## src/rtl/srx_pkg.sv

```systemverilog
package srx_pkg;

  typedef enum logic [1:0] {
    MODE_IDLE   = 2'd0,
    MODE_SINGLE = 2'd1,
    MODE_CONT   = 2'd2
  } srx_mode_e;

  function automatic int srx_word_bits(input logic nine, input int data_w);
    return nine ? data_w + 1 : data_w;
  endfunction

endpackage

```

## src/rtl/srx_clkgen.sv

```systemverilog
module srx_clkgen #(
  parameter int DIV_W = 8
) (
  input  logic             clk,
  input  logic             rst_n,
  input  logic             run,
  input  logic             restart,
  input  logic [DIV_W-1:0] div,
  output logic             sclk,
  output logic             fall_evt
);

  logic [DIV_W-1:0] cnt;
  logic             expire;

  assign expire   = (cnt == '0);
  // sclk is high and about to drop at this edge: the sampling point
  assign fall_evt = run & ~restart & expire & sclk;

  always_ff @(posedge clk or negedge rst_n) begin
    if (!rst_n) begin
      cnt  <= '0;
      sclk <= 1'b0;
    end else if (!run || restart) begin
      cnt  <= div;
      sclk <= 1'b0;
    end else if (expire) begin
      cnt  <= div;
      sclk <= ~sclk;
    end else begin
      cnt  <= cnt - 1'b1;
    end
  end

endmodule

```

## src/rtl/srx_shifter.sv

```systemverilog
module srx_shifter #(
  parameter int DATA_W = 8
) (
  input  logic            clk,
  input  logic            rst_n,
  input  logic            clear,
  input  logic            fall_evt,
  input  logic            sdata,
  input  logic            nine,
  output logic            word_done,
  output logic [DATA_W:0] word
);

  localparam int CNT_W = $clog2(DATA_W + 2);
  localparam logic [CNT_W-1:0] LAST_SHORT = CNT_W'(DATA_W - 1);
  localparam logic [CNT_W-1:0] LAST_LONG  = CNT_W'(DATA_W);

  logic [CNT_W-1:0] bitcnt;
  logic [CNT_W-1:0] last_idx;
  logic [DATA_W:0]  shreg;

  assign last_idx  = nine ? LAST_LONG : LAST_SHORT;
  assign word_done = fall_evt & (bitcnt == last_idx);

  // current sample written straight into its bit slot
  always_comb begin
    word = shreg;
    for (int i = 0; i <= DATA_W; i++) begin
      if (bitcnt == CNT_W'(i)) word[i] = sdata;
    end
    if (!nine) word[DATA_W] = 1'b0;
  end

  always_ff @(posedge clk or negedge rst_n) begin
    if (!rst_n) begin
      bitcnt <= '0;
      shreg  <= '0;
    end else if (clear) begin
      bitcnt <= '0;
    end else if (fall_evt) begin
      shreg  <= word;
      bitcnt <= word_done ? '0 : bitcnt + 1'b1;
    end
  end

endmodule

```

## src/rtl/srx_holdreg.sv

```systemverilog
module srx_holdreg #(
  parameter int DATA_W = 8
) (
  input  logic              clk,
  input  logic              rst_n,
  input  logic              load,
  input  logic [DATA_W:0]   word_in,
  input  logic              ready,
  input  logic              cont_en,
  output logic              valid,
  output logic [DATA_W-1:0] data,
  output logic              bit8,
  output logic              overrun
);

  logic lost;

  assign lost = load & valid & ~ready;

  always_ff @(posedge clk or negedge rst_n) begin
    if (!rst_n) begin
      valid <= 1'b0;
      data  <= '0;
      bit8  <= 1'b0;
    end else if (load && !lost) begin
      valid <= 1'b1;
      data  <= word_in[DATA_W-1:0];
      bit8  <= word_in[DATA_W];
    end else if (valid && ready) begin
      valid <= 1'b0;
    end
  end

  always_ff @(posedge clk or negedge rst_n) begin
    if (!rst_n) overrun <= 1'b0;
    else        overrun <= cont_en & (overrun | lost);
  end

endmodule

```

## src/rtl/srx_sync_master_rx.sv

```systemverilog
module srx_sync_master_rx
  import srx_pkg::*;
#(
  parameter int DATA_W = 8,
  parameter int DIV_W  = 8
) (
  input  logic              clk,
  input  logic              rst_n,
  input  logic              sync_master,
  input  logic              single_set,
  input  logic              cont_en,
  input  logic              nine_bit,
  input  logic [DIV_W-1:0]  baud_div,
  input  logic              irq_en,
  input  logic              sdata,
  output logic              sclk,
  output logic              single_busy,
  output logic              rx_valid,
  input  logic              rx_ready,
  output logic [DATA_W-1:0] rx_data,
  output logic              rx_bit8,
  output logic              overrun,
  output logic              irq
);

  srx_mode_e       mode;
  logic            single_q;
  logic            cont_q;
  logic            run;
  logic            restart;
  logic            fall_evt;
  logic            word_done;
  logic [DATA_W:0] word;

  always_comb begin
    if (!sync_master)  mode = MODE_IDLE;
    else if (cont_en)  mode = MODE_CONT;
    else if (single_q) mode = MODE_SINGLE;
    else               mode = MODE_IDLE;
  end

  assign run     = (mode != MODE_IDLE);
  assign restart = cont_q & ~cont_en;

  always_ff @(posedge clk or negedge rst_n) begin
    if (!rst_n) begin
      single_q <= 1'b0;
      cont_q   <= 1'b0;
    end else begin
      cont_q <= cont_en;
      if (!sync_master)                         single_q <= 1'b0;
      else if (single_set)                      single_q <= 1'b1;
      else if (word_done && mode == MODE_SINGLE) single_q <= 1'b0;
    end
  end

  srx_clkgen #(.DIV_W(DIV_W)) i_clkgen (
    .clk      (clk),
    .rst_n    (rst_n),
    .run      (run),
    .restart  (restart),
    .div      (baud_div),
    .sclk     (sclk),
    .fall_evt (fall_evt)
  );

  srx_shifter #(.DATA_W(DATA_W)) i_shifter (
    .clk       (clk),
    .rst_n     (rst_n),
    .clear     (~run | restart),
    .fall_evt  (fall_evt),
    .sdata     (sdata),
    .nine      (nine_bit),
    .word_done (word_done),
    .word      (word)
  );

  srx_holdreg #(.DATA_W(DATA_W)) i_holdreg (
    .clk     (clk),
    .rst_n   (rst_n),
    .load    (word_done),
    .word_in (word),
    .ready   (rx_ready),
    .cont_en (cont_en),
    .valid   (rx_valid),
    .data    (rx_data),
    .bit8    (rx_bit8),
    .overrun (overrun)
  );

  assign single_busy = single_q;
  assign irq         = rx_valid & irq_en;

endmodule

```

## config.mk

```make
export PLATFORM = sky130hd
export DESIGN_NAME = srx_sync_master_rx
export DESIGN_NICKNAME = d
export VERILOG_FILES = /design/src/rtl/srx_pkg.sv /design/src/rtl/srx_clkgen.sv /design/src/rtl/srx_shifter.sv /design/src/rtl/srx_holdreg.sv /design/src/rtl/srx_sync_master_rx.sv
export SDC_FILE = /design/constraint.sdc
export NUM_CORES = 1
export LEC_CHECK = 0
export BUFFER_PORTS_ARGS = -buffer_cell sky130_fd_sc_hd__buf_2
export CORE_ASPECT_RATIO = 0.8
export CORE_MARGIN = 4
export CORE_UTILIZATION = 50
export DETAILED_ROUTE_END_ITERATION = 8
export PLACE_DENSITY = 0.78
export SETUP_SLACK_MARGIN = 0.15
export SLEW_MARGIN = 25
export SYNTH_ARGS = -nofsm -noshare
export SYNTH_HDL_FRONTEND = slang
export SYNTH_SLANG_ARGS = --single-unit
```

## constraint.sdc

```tcl
create_clock -name clk -period 1.9 [get_ports clk]
set_input_delay 0.095 -clock clk [delete_from_list [all_inputs] [get_ports clk]]
set_output_delay 0.095 -clock clk [all_outputs]
set_load 0.05 [all_outputs]
```

==> impl_metrics.env <==
export IMPL_drtIter0Drc=141
export IMPL_crit_path_end_kind="flip-flop"
export IMPL_ys_warn_count=0
export IMPL_p_leak_nw=1.19
export IMPL_grt_overflow=0
export IMPL_num_rows=19
export IMPL_grt_pass1_wl_um=7600
export IMPL_relSlewSlack=0.469
export IMPL_fp_dieW_um=75.8
export IMPL_start_kind="flip-flop"
export IMPL_diodes=0
export IMPL_grt_max_degree=36
export IMPL_outcome="finished clean"
export IMPL_fin_setup_tns_ns=0
export IMPL_layout_commonest_cell="dfrtp_1"
export IMPL_whs_ns=0.0167
export IMPL_holdCritPathClass="input pin to flip-flop"
export IMPL_vias_per_cell=5.86
export IMPL_crit_arrival_ns=2.06
export IMPL_antenna_left=0
export IMPL_routedWlPerCell_um=19.3
export IMPL_yosys_register_bits=35
export IMPL_mostFrequentLayoutCells="33 x dfrtp_1, 30 x buf_2, 18 x mux2_2, 18 x buf_4, 14 x nand2_1"
export IMPL_skew_ns=0.00982
export IMPL_synth_top_area_cell="dfrtp_1"
export IMPL_htreeDepth=2
export IMPL_cap_violations=0
export IMPL_period_needed_ns=1.89
export IMPL_fmax_mhz=529
export IMPL_drc_errors=0
export IMPL_syn_inst=168
export IMPL_antenna_found_initial=0
export IMPL_cp_data_required_time_ns=2.07
export IMPL_drt_total_wl_um=5250
export IMPL_vias=1595
export IMPL_maxSlewViolCount=0
export IMPL_period_share=0.995
export IMPL_worst_slew_pin_slew_ns=0.797
export IMPL_numCtsBuffers=5
export IMPL_grt_pass1_vias=1597
export IMPL_crit_type="flip-flop to flip-flop"
export IMPL_ys_seq_area_frac=0.477
export IMPL_synth_area_mm2=0.00184
export IMPL_power_density_mw_per_mm2=661
export IMPL_grtUsageTotal=0.209
export IMPL_synth_nets=191
export IMPL_drive_gt1_frac=0.561
export IMPL_p_total_mw=1.74
export IMPL_clock_latency_ns=0.29
export IMPL_first_pass_iters=4
export IMPL_hold_viol=0
export IMPL_globalplace_congestion=0.843
export IMPL_pin_count=31
export IMPL_tritoncts="built"
export IMPL_io_buffers=30
export IMPL_nets=252
export IMPL_die_y_um=62.2
export IMPL_numClockSinks=35
export IMPL_rsz0062_at_grt="yes"
export IMPL_dpl_hpwl_um=2980
export IMPL_finalSetupViolCount=0
export IMPL_ys_types=38
export IMPL_yosysTopAreaCellShare=0.477
export IMPL_initial_core_util=0.526
export IMPL_synthTopCellsByArea="dfrtp_1 48%, mux2_2 15%, o21ai_0 4.9%, ha_1 4.1%, nand2_1 3.5%"
export IMPL_clk_pin_slew_ns=0.07
export IMPL_avgSynthCellArea_um2=10.9
export IMPL_die_area_mm2=0.00472
export IMPL_core_area_mm2=0.00349
export IMPL_ir_drop_mv=0.521
export IMPL_critPathMaxFanout=4
export IMPL_syn_to_final_growth_pct=42.8
export IMPL_cts_buffer_depth=2
export IMPL_cts_root_buf="clkbuf_8"
==> path summary, 6_finish.rpt <==
check	start	endpoint	slack, ns	cells past startpoint
hold reg to reg	i_holdreg.overrun$_DFF_PN0_	i_holdreg.overrun$_DFF_PN0_	0.49	1
setup reg to reg	i_clkgen.cnt[3]$_DFF_PN0_	i_clkgen.cnt[6]$_DFF_PN0_	0.009	4
setup / recovery	i_clkgen.cnt[3]$_DFF_PN0_	i_clkgen.cnt[6]$_DFF_PN0_	0.009	4
min in group asynchronous	rst_n	i_holdreg.data[6]$_DFFE_PN0P_	0.43	2
max in group asynchronous	rst_n	i_clkgen.sclk$_DFFE_PN0P_	0.92	2
hold / removal	single_set	single_busy$_DFFE_PN0P_	0.02	3
==> layer usage <==
| metal | up-vias | global-route usage | wire length (µm) |
|---|---|---|---|
| met1 | 792 | 0.281 | 2190 |
| met4 | 0 | 0.0983 | 123 |
| met2 | 65 | 0.317 | 2640 |
| met3 | 15 | 0.0452 | 290 |
| met5 | - | 0 | 0 |
| li1 | 723 | - | - |
==> cell type report <==
cell class | instances | area [µm²]
clock buffer | 6 | 82.6
clock inverter | 2 | 35.0
fill | 217 | 870
inverter | 5 | 18.8
multi-input combinational | 124 | 1150
sequential | 35 | 878
tap | 42 | 52.6
timing repair buffer | 58 | 403
==> worst max-delay path: stages, from the launching register on <==
cell and delay, ns:
dfrtp_2 0.45, or4_4 0.55, nor4b_4 0.29, or2_4 0.19, mux2_4 0.29
==> registers in the layout, indices dropped and copies added, names as in the netlist <==
name	flops
cont_q	1
i_clkgen.cnt	8
i_clkgen.sclk	1
i_holdreg.bit8	1
i_holdreg.data	8
i_holdreg.overrun	1
i_holdreg.valid	1
i_shifter.bitcnt	4
i_shifter.shreg	9
single_busy	1
==> cell families (layout without fill, tap and decap cells) <==
logic type | count (synthesis) | after routing | share of synthesized area
multiplexers | 27 | 27 | 0.167
adder cells (fa/ha/maj) | 6 | 6 | 0.0408
flip-flops | 35 | 35 | 0.477
buffers and inverters | 10 | 71 | 0.0245
AND/OR/NAND/NOR | 53 | 54 | 0.164
AO/OA/AOI/OAI | 30 | 30 | 0.0939
XOR/XNOR | 7 | 7 | 0.0334
==> report_power, final <==
part / switching, mW / internal [mW] / total, mW
Sequential: 0.0281 / 0.768 / 0.797
Clock: 0.274 / 0.425 / 0.699
Combinational: 0.124 / 0.115 / 0.240
==> synthesized netlist by cell type <==
library cell   n
nor4_2         1
mux2i_1        1
nor2_1        11
nor4_1         2
nand3b_1       1
a22oi_1        1
and4bb_2       1
o22ai_1        1
or4_4          1
xnor2_1        6
o21ai_1        1
o21ai_0       18
nor3b_1        1
o2111ai_1      1
and2_1         1
dfrtp_1       35
nand2b_1       2
nand2_1       17
nand4_1        1
inv_1          5
o22a_1         1
nand3_1        2
mux2_4         1
or3b_2         1
o2111a_1       1
nor3_1         2
nand4b_1       2
xor2_1         1
nor4b_4        1
nor2b_1        3
o21a_1         2
or3_1          2
a21oi_1        4
clkbuf_1       4
ha_1           6
mux2_2        25
buf_6          1
or2_1          1
==> repair_timing <==
item / CTS / global route
hold buffers: 2 / 0
endpoints found under the hold margin: 36 / 0
cloned: 1 / 1
setup buffers: 10 / 6
setup endpoints to repair: 27 / 33
resized for setup: 8 / 70
pin swaps: 5 / 16
==> per-stage QoR <==
step                      worst slack (ns)  utilization  area [µm²]  instances
after floorplan                     -0.140            -        1850        168
after global placement              0.0697        0.599        2090        244
after detailed placement           0.00137        0.599        2090        244
after CTS                           0.0740        0.669        2340        265
after global routing               -0.0462        0.751        2630        272
final                              0.00925        0.751        2630        272
No activity file was read; power rests on OpenSTA's default activity.
